**config.mk**
```make
export PLATFORM = sky130hd
export DESIGN_NAME = cache_policy_resolver
export DESIGN_NICKNAME = d
export VERILOG_FILES = /design/src/rtl/cpol_pkg.sv /design/src/rtl/cpol_tc_reg.sv /design/src/rtl/cpol_attr_sel.sv /design/src/rtl/cpol_route.sv /design/src/rtl/cache_policy_resolver.sv
export SDC_FILE = /design/constraint.sdc
export NUM_CORES = 1
export LEC_CHECK = 0
export BUFFER_PORTS_ARGS = -buffer_cell sky130_fd_sc_hd__clkbuf_2
export CAP_MARGIN = 20
export CORE_MARGIN = 2
export CORE_UTILIZATION = 40
export CTS_CLUSTER_SIZE = 28
export DETAILED_ROUTE_END_ITERATION = 12
export GPL_TIMING_DRIVEN = 0
export PLACE_DENSITY_LB_ADDON = 0.25
export SYNTH_ARGS = -nofsm -noshare
export SYNTH_HDL_FRONTEND = slang
export SYNTH_SLANG_ARGS = --single-unit
```
**constraint.sdc**
```tcl
create_clock -name clk -period 2.8 [get_ports clk]
set_input_delay 0.28 -clock clk [delete_from_list [all_inputs] [get_ports clk]]
set_output_delay 0.28 -clock clk [all_outputs]
set_load 0.01 [all_outputs]
```
**src/rtl/cpol_pkg.sv**
```systemverilog
// Shared types for the cache access policy resolver.
package cpol_pkg;
    typedef enum logic [1:0] {
        CM_WT     = 2'b00,
        CM_CB     = 2'b01,
        CM_INH_P  = 2'b10,
        CM_INH_IP = 2'b11
    } cmode_t;
endpackage

```
**src/rtl/cpol_tc_reg.sv**
```systemverilog
// Default translation-control register: paging enable plus default
// mode, attribute bits and write protection.
// Assumes: tc_wr is a single-cycle strobe; values apply from the next cycle.
module cpol_tc_reg #(
    parameter int UPA_W = 2
) (
    input  logic             clk,
    input  logic             rst_n,
    input  logic             tc_wr,
    input  logic             pg_in,
    input  logic [1:0]       mode_in,
    input  logic [UPA_W-1:0] upa_in,
    input  logic             wp_in,
    output logic             pg_en,
    output logic [1:0]       dflt_mode,
    output logic [UPA_W-1:0] dflt_upa,
    output logic             dflt_wp
);
    import cpol_pkg::*;

    // Hold the defaults; reset to paging off, writethrough, zero, writable.
    always_ff @(posedge clk) begin
        if (!rst_n) begin
            pg_en     <= 1'b0;
            dflt_mode <= CM_WT;
            dflt_upa  <= '0;
            dflt_wp   <= 1'b0;
        end else if (tc_wr) begin
            pg_en     <= pg_in;
            dflt_mode <= mode_in;
            dflt_upa  <= upa_in;
            dflt_wp   <= wp_in;
        end
    end

    assert_reset_dflt_R5: assert property (@(posedge clk)
        !rst_n |=> (!pg_en && dflt_mode == CM_WT && dflt_upa == '0 && !dflt_wp));

    assert_load_R5: assert property (@(posedge clk) disable iff (!rst_n)
        tc_wr |=> (dflt_mode == $past(mode_in) && dflt_upa == $past(upa_in)
                   && dflt_wp == $past(wp_in) && pg_en == $past(pg_in)));
endmodule

```
**src/rtl/cpol_attr_sel.sv**
```systemverilog
// Attribute source selection: window 0 over higher windows, then the
// translation cache (paging on), else the defaults (paging off).
// Assumes: packed per-window fields, window i at slice i.
module cpol_attr_sel #(
    parameter int NUM_TT = 2,
    parameter int UPA_W  = 2
) (
    input  logic                    clk,
    input  logic                    rst_n,
    input  logic                    acc_valid,
    input  logic [NUM_TT-1:0]       tt_hit,
    input  logic [2*NUM_TT-1:0]     tt_mode,
    input  logic [UPA_W*NUM_TT-1:0] tt_upa,
    input  logic [NUM_TT-1:0]       tt_wp,
    input  logic                    atc_hit,
    input  logic [1:0]              atc_mode,
    input  logic [UPA_W-1:0]        atc_upa,
    input  logic                    atc_wp,
    input  logic                    pg_en,
    input  logic [1:0]              dflt_mode,
    input  logic [UPA_W-1:0]        dflt_upa,
    input  logic                    dflt_wp,
    output logic                    attr_valid,
    output logic                    walk_req,
    output logic [1:0]              sel_mode,
    output logic [UPA_W-1:0]        sel_upa,
    output logic                    sel_wp
);
    logic [1:0]       w_mode [NUM_TT];
    logic [UPA_W-1:0] w_upa  [NUM_TT];
    logic             tt_any;

    // Split the packed window fields into per-window arrays.
    for (genvar i = 0; i < NUM_TT; i++) begin : g_win
        assign w_mode[i] = tt_mode[2*i +: 2];
        assign w_upa[i]  = tt_upa[UPA_W*i +: UPA_W];
    end

    assign tt_any = |tt_hit;

    // Pick the source: lowest hitting window, else descriptor, else defaults.
    always_comb begin
        sel_mode = dflt_mode;
        sel_upa  = dflt_upa;
        sel_wp   = dflt_wp;
        if (pg_en) begin
            sel_mode = atc_mode;
            sel_upa  = atc_upa;
            sel_wp   = atc_wp;
        end
        for (int i = NUM_TT - 1; i >= 0; i--) begin
            if (tt_hit[i]) begin
                sel_mode = w_mode[i];
                sel_upa  = w_upa[i];
                sel_wp   = tt_wp[i];
            end
        end
    end

    // Flag a walk when paging needs a descriptor that is not present.
    always_comb begin
        walk_req   = acc_valid && pg_en && !tt_any && !atc_hit;
        attr_valid = acc_valid && !walk_req;
    end

    assert_walk_excl_R11: assert property (@(posedge clk) disable iff (!rst_n)
        !(walk_req && attr_valid));

    assert_tt0_prio_R2: assert property (@(posedge clk) disable iff (!rst_n)
        tt_hit[0] |-> (sel_mode == tt_mode[1:0] && sel_wp == tt_wp[0]));
endmodule

```
**src/rtl/cpol_route.sv**
```systemverilog
// Access routing: chooses cache use, fills, memory traffic and faults
// from the resolved mode and the enable controls.
// Assumes: tag_hit is valid for the cache the access addresses.
module cpol_route (
    input  logic       clk,
    input  logic       rst_n,
    input  logic       attr_valid,
    input  logic [1:0] mode,
    input  logic       wp,
    input  logic       acc_fetch,
    input  logic       acc_write,
    input  logic       tag_hit,
    input  logic       icache_en,
    input  logic       dcache_en,
    input  logic       ext_cache_off,
    output logic       cache_bypass,
    output logic       cache_rd_hit,
    output logic       fill_req,
    output logic       cache_wr,
    output logic       mem_rd,
    output logic       mem_wr,
    output logic       acc_fault
);
    import cpol_pkg::*;

    logic cachable, en_sel, use_c, is_wr, go, rd, wr, c_hit;

    // Decide whether the cache takes part in this access.
    always_comb begin
        cachable = (mode == CM_WT) || (mode == CM_CB);
        en_sel   = acc_fetch ? icache_en : dcache_en;
        use_c    = attr_valid && cachable && en_sel && !ext_cache_off;
        c_hit    = use_c && tag_hit;
        is_wr    = acc_write && !acc_fetch;
    end

    // Issue the actions for the access.
    always_comb begin
        acc_fault    = attr_valid && is_wr && wp;
        go           = attr_valid && !acc_fault;
        rd           = go && !is_wr;
        wr           = go && is_wr;
        cache_bypass = attr_valid && !use_c;
        cache_rd_hit = rd && c_hit;
        fill_req     = rd && use_c && !tag_hit;
        mem_rd       = rd && !c_hit;
        cache_wr     = wr && c_hit;
        mem_wr       = wr && !(c_hit && mode == CM_CB);
    end

    assert_fault_blocks_R12: assert property (@(posedge clk) disable iff (!rst_n)
        acc_fault |-> (!mem_wr && !cache_wr));

    assert_ext_off_R8: assert property (@(posedge clk) disable iff (!rst_n)
        ext_cache_off |-> (!fill_req && !cache_rd_hit && !cache_wr));

    assert_inhibit_R7: assert property (@(posedge clk) disable iff (!rst_n)
        (attr_valid && mode[1]) |-> (cache_bypass && !fill_req && !cache_wr));

    assert_fill_miss_R6: assert property (@(posedge clk) disable iff (!rst_n)
        fill_req |-> (mem_rd && !cache_rd_hit && !mem_wr));

    assert_no_act_R11: assert property (@(posedge clk) disable iff (!rst_n)
        !attr_valid |-> !(mem_rd || mem_wr || fill_req || cache_wr || cache_rd_hit));
endmodule

```
**src/rtl/cache_policy_resolver.sv**
```systemverilog
// Cache access policy resolver top: default register, attribute source
// selection and access routing. Snoops pass straight through.
// Assumes: all access inputs are stable for the cycle in which acc_valid is high.
module cache_policy_resolver #(
    parameter int NUM_TT = 2,
    parameter int UPA_W  = 2
) (
    input  logic                    clk,
    input  logic                    rst_n,
    input  logic                    tc_wr,
    input  logic                    tc_pg_en_in,
    input  logic [1:0]              tc_mode_in,
    input  logic [UPA_W-1:0]        tc_upa_in,
    input  logic                    tc_wp_in,
    input  logic [NUM_TT-1:0]       tt_hit,
    input  logic [2*NUM_TT-1:0]     tt_mode,
    input  logic [UPA_W*NUM_TT-1:0] tt_upa,
    input  logic [NUM_TT-1:0]       tt_wp,
    input  logic                    atc_hit,
    input  logic [1:0]              atc_mode,
    input  logic [UPA_W-1:0]        atc_upa,
    input  logic                    atc_wp,
    input  logic                    acc_valid,
    input  logic                    acc_fetch,
    input  logic                    acc_write,
    input  logic                    tag_hit,
    input  logic                    icache_en,
    input  logic                    dcache_en,
    input  logic                    ext_cache_off,
    input  logic                    snoop_req,
    output logic                    attr_valid,
    output logic [1:0]              res_mode,
    output logic [UPA_W-1:0]        res_upa,
    output logic                    res_wp,
    output logic                    walk_req,
    output logic                    cache_bypass,
    output logic                    cache_rd_hit,
    output logic                    fill_req,
    output logic                    cache_wr,
    output logic                    mem_rd,
    output logic                    mem_wr,
    output logic                    acc_fault,
    output logic                    snoop_go
);
    logic             pg_en, dflt_wp;
    logic [1:0]       dflt_mode;
    logic [UPA_W-1:0] dflt_upa;

    cpol_tc_reg #(.UPA_W(UPA_W)) u_tc (
        .clk(clk), .rst_n(rst_n), .tc_wr(tc_wr), .pg_in(tc_pg_en_in),
        .mode_in(tc_mode_in), .upa_in(tc_upa_in), .wp_in(tc_wp_in),
        .pg_en(pg_en), .dflt_mode(dflt_mode), .dflt_upa(dflt_upa),
        .dflt_wp(dflt_wp)
    );

    cpol_attr_sel #(.NUM_TT(NUM_TT), .UPA_W(UPA_W)) u_sel (
        .clk(clk), .rst_n(rst_n), .acc_valid(acc_valid),
        .tt_hit(tt_hit), .tt_mode(tt_mode), .tt_upa(tt_upa), .tt_wp(tt_wp),
        .atc_hit(atc_hit), .atc_mode(atc_mode), .atc_upa(atc_upa),
        .atc_wp(atc_wp), .pg_en(pg_en), .dflt_mode(dflt_mode),
        .dflt_upa(dflt_upa), .dflt_wp(dflt_wp), .attr_valid(attr_valid),
        .walk_req(walk_req), .sel_mode(res_mode), .sel_upa(res_upa),
        .sel_wp(res_wp)
    );

    cpol_route u_route (
        .clk(clk), .rst_n(rst_n), .attr_valid(attr_valid), .mode(res_mode),
        .wp(res_wp), .acc_fetch(acc_fetch), .acc_write(acc_write),
        .tag_hit(tag_hit), .icache_en(icache_en), .dcache_en(dcache_en),
        .ext_cache_off(ext_cache_off), .cache_bypass(cache_bypass),
        .cache_rd_hit(cache_rd_hit), .fill_req(fill_req), .cache_wr(cache_wr),
        .mem_rd(mem_rd), .mem_wr(mem_wr), .acc_fault(acc_fault)
    );

    // Snoops are never gated by the cache-disable pin.
    assign snoop_go = snoop_req;
endmodule

```
---- Word-level counts from Yosys, hierarchy flattened ----
Index checks and enable logic that the tools add are counted.
cells by class
  eq/ne operators ......................... 1
  mux-type cells .......................... 10
  reduce and logical (&&, ||, !) cells .... 36
operators by type and width
  kind                                                                    number
  1-bit logical AND                                                       22
  2-bit two-way mux                                                       6
  1-bit zero test                                                         11
  1-bit two-way mux                                                       4
  2-bit by 1-bit equality test with 1-bit output (second input constant)  1
  2-bit zero test                                                         1
  2-bit OR reduction                                                      1
  1-bit logical OR                                                        1
word-level totals
  bits in registers ....................... 6
  output and inout bits ................... 15
  logic and storage cells ................. 51

---- Depth between registers and ports, before layout ----
  depth after elaboration ................. 13
  gate-level depth with buffers ........... 6
  depth with buffers taken out ............ 5

---- By module ----
Synthesis repeated with hierarchy kept, for this count alone.
unflattened totals
  cell total of the unflattened synthesis .. 64
  area, all modules ....................... 586.8 um^2
modules (own cells, without submodules)
  module                 instances  cells each  area an instance (um^2)  seq. area each (um^2)
  cpol_attr_sel          1          27          239.0                    0.0
  cpol_tc_reg            1          19          229.0                    120.1
  cpol_route             1          17          111.4                    0.0
  cache_policy_resolver  1          1           7.5                      0.0

---- Worst setup path before layout ----
No wires, ideal clock.
  path kind ............................... flip-flop to output port
  start ................................... register u_tc.pg_en
  end ..................................... output port cache_wr
  data arrival time ....................... 1.407 ns
  required time ........................... 2.520 ns
  setup slack ............................. 1.113 ns
  cell stages (with the launch flop) ...... 6
  path through ............................ dfxtp_1 -> buf_6 -> mux2i_1 -> a221oi_2 -> nor4_4 -> nor4b_2
between the ends
  elaborated cells on any way between the ends .. 24
RTL lines
  what                                                                               RTL line                     source
  start: declaration                                                                 cpol_tc_reg.sv:14            output logic pg_en,
  start signal: assignment                                                           cpol_tc_reg.sv:29            pg_en <= pg_in;
  2-bit two-way mux (*)                                                              cpol_attr_sel.sv:46          if (pg_en) begin
  2-bit two-way mux (*) (2 in series)                                                cpol_attr_sel.sv:52          if (tt_hit[i]) begin
  via res_mode[1]                                                                    cache_policy_resolver.sv:32  output logic [1:0] res_mode,
  2-bit by 1-bit equality test with 1-bit output or 2-bit zero test (tied branches)  cpol_route.sv:30             cachable = (mode == CM_WT) || (mode == CM_CB);
  1-bit logical OR (*)                                                               cpol_route.sv:30
  1-bit logical AND (*) (3 in series)                                                cpol_route.sv:32             use_c = attr_valid && cachable && en_sel && !ext_cache_off;
  1-bit logical AND (*)                                                              cpol_route.sv:33             c_hit = use_c && tag_hit;
  1-bit logical AND (*)                                                              cpol_route.sv:47             cache_wr = wr && c_hit;
  end: declaration                                                                   cache_policy_resolver.sv:39  output logic cache_wr,
The timed path passes the listed nets; every way through them passes the cells marked *.

---- Worst setup path in the final report ----
  start ................................... register u_tc.pg_en
  end ..................................... output port cache_wr
between the ends
  longest elaborated chain between the ends .. 11
  elaborated cells on any way between the ends .. 24
RTL lines
  what                                                        RTL line
  branches (longest 10 deep; another with 2-bit two-way mux)  --
  1-bit logical AND (*)                                       cpol_route.sv:47
Mark *: on every way between the ends.

==> out/results.tsv <==
metric	value	unit
status	finished, final reports clean	
synth_area_leader_cell	dfxtp_1	
drt-initial-drc-count	8	
post_cts_buffers	0	
insertion_delay	240	ps
p_leak	0.4478	nW
synth_cell_types	24	
slew_violations	0	
syn_nets	98	
gp_routability_congestion	0.6856	
stdcell_count	127	
power_density	316.8	nW/um^2
dp.cells	124	
crit_required	2520	ps
cts_sinks	6	
synthMostInstantiatedCell	mux2i_1	
first_pass_iters	3	
synthFlopType	dfxtp_1	
peakVddDrop	0.0001998	V
fp-row-count	13	
die_h	42.43	um
cts_hold_buf	0	
dr.max_layer_used	met4	
async_flop_share	0	%
syn-cell-area	590.6	sq um
skew	0	ps
critPathKind	reg2out	
final_antenna_net_count	0	
clock_path_buffers	2	
path_max_fanout	7	
setup_violations	0	
dp_slack	918.4	ps
die_area	1800	sq um
antennaDiodeCount	0	
cts_root_buf	clkbuf_4	
wirelength	1346	um
tns	0	ps
numCtsBuffers	3	
antenna_found_initial	0	
portBuffers	46	
grt_pass1_wl	2283	um
core	1334	sq um
vias	608	
ios	50	
synth_commonest_cells	mux2i_1, nor2b_1, dfxtp_1	
start_util	44.28	%
overflow	0	
post-route-period-util	74.90	%
grt_max_degree	11	
hpwl	1163	um
die_x	42.43	um
num-fill-cells	126	
ys_ff_latch	6	
grt_use_total	16.18	%
yosysTopAreaCellShare	20.34	%
wl_met2	705	um
vias_per_cell	4.787	
relSlewSlack	73.37	%
wl_met3	102	um
hold_viol	0	
wl_per_cell	10.60	um
clock.fmax	476.8	MHz
htreeDepth	1	
rsz0062_at_grt	false	
fin_ws	702.7	ps
path_clk_slew	40	ps
netlist_instances	63	
synth_edf_count	0	
start_kind	flop	
yosysSeqAreaShare	20.34	%
grt_pass1_vias	569	
end_kind	primary output	
drive_above_1_share	58.04	%
yosysWarnings	0	
cts_tree	built	
area_growth	45.97	%
wl_met1	520	um
drc_errors	0	
synthesis.area_per_instance	9.374	sq um
fin_nets	149	
cts_resized	0	
period_needed	2097	ps
drv_cap	0	
synth_area_leaders	dfxtp_1, mux2i_1, nor2b_1	
worst-slew-pin-transition	399.4	ps
hold_path_class	in2reg	
power	0.2731	mW
worstPathArrival	1820	ps
-- flip-flops by register name (all words and copies together), names as in the netlist --
name            count
u_tc.pg_en          1
u_tc.dflt_upa       2
u_tc.dflt_wp        1
u_tc.dflt_mode      2
-- where the power goes --
group / leakage [nW] / internal [mW] / switching, mW / total, mW
registers: 0.0496 / 0.0908 / 0.00262 / 0.0935
clock network: 0.0138 / 0.0486 / 0.0324 / 0.0810
logic: 0.384 / 0.0524 / 0.0463 / 0.0987
total: 0.448 / 0.192 / 0.0814 / 0.273
-- final timing paths --
| kind | start | endpoint | slack, ps | cells past startpoint |
|---|---|---|---|---|
| min | tc_upa_in[1] | u_tc.dflt_upa[1]$_SDFFE_PN0P_ | 290 | 3 |
| max | u_tc.pg_en$_SDFFE_PN0P_ | cache_wr | 700 | 6 |
| min reg2reg | u_tc.dflt_upa[0]$_SDFFE_PN0P_ | u_tc.dflt_upa[0]$_SDFFE_PN0P_ | 520 | 2 |
| max reg2reg | u_tc.pg_en$_SDFFE_PN0P_ | u_tc.pg_en$_SDFFE_PN0P_ | 2060 | 3 |
-- per-stage QoR --
| stage | cell area [sq um] | utilization (%) | hold slack (ps) |
|---|---|---|---|
| 3_5_place_dp | 839.6 | 62.95 | 509.4 |
| 6_report | 862.1 | 64.63 | 294.9 |
| 2_1_floorplan | 590.6 | - | 408.2 |
| 5_1_grt | 862.1 | 64.63 | 311.3 |
| 4_1_cts | 862.1 | 64.63 | 289.0 |
| 3_3_place_gp | 839.6 | 62.95 | 497.7 |
-- cell usage in the layout, fill, tap and decap left out, types with 2 or more instances in the layout --
cell type	instances
o21ai_0	4
buf_6	3
mux2i_1	12
dfxtp_1	6
mux2_2	2
nor2b_1	7
and3_2	2
clkbuf_4	3
nand2_1	4
clkbuf_2	46
nor2_1	4
a21oi_1	2
inv_1	4
-- final cells by class --
class / count / area, sq um / share of cell area, %
Tap cell: 15 / 18.77 / 2.177
Timing Repair Buffer: 46 / 230.2 / 26.71
Inverter: 4 / 15.01 / 1.742
Clock buffer: 3 / 22.52 / 2.612
Buffer: 5 / 45.04 / 5.225
Multi-Input combinational cell: 48 / 410.4 / 47.61
Sequential cell: 6 / 120.1 / 13.93
-- critical path, cell delays in order, from the launching register on --
cell,delay [ps]
dfxtp_1,320
buf_6,130
mux2i_1,220
a221oi_2,110
nor4_4,350
nor4b_2,260
clkbuf_2,170
-- cells by family (layout without fill, tap and decap cells) --
family | count (synthesis) | count (layout) | share of synthesized area [%]
mux | 14 | 14 | 24.15
flops | 6 | 6 | 20.34
compound gates | 10 | 10 | 12.71
buf+inv | 9 | 58 | 10.17
simple gates | 24 | 24 | 32.62
-- layer usage --
metal	up-vias	global-route usage, %
met5	-	0
met3	2	1.293
met2	29	31.08
met1	259	16.67
met4	0	9.375
li1	318	-
(Power assumes the default switching activity.)
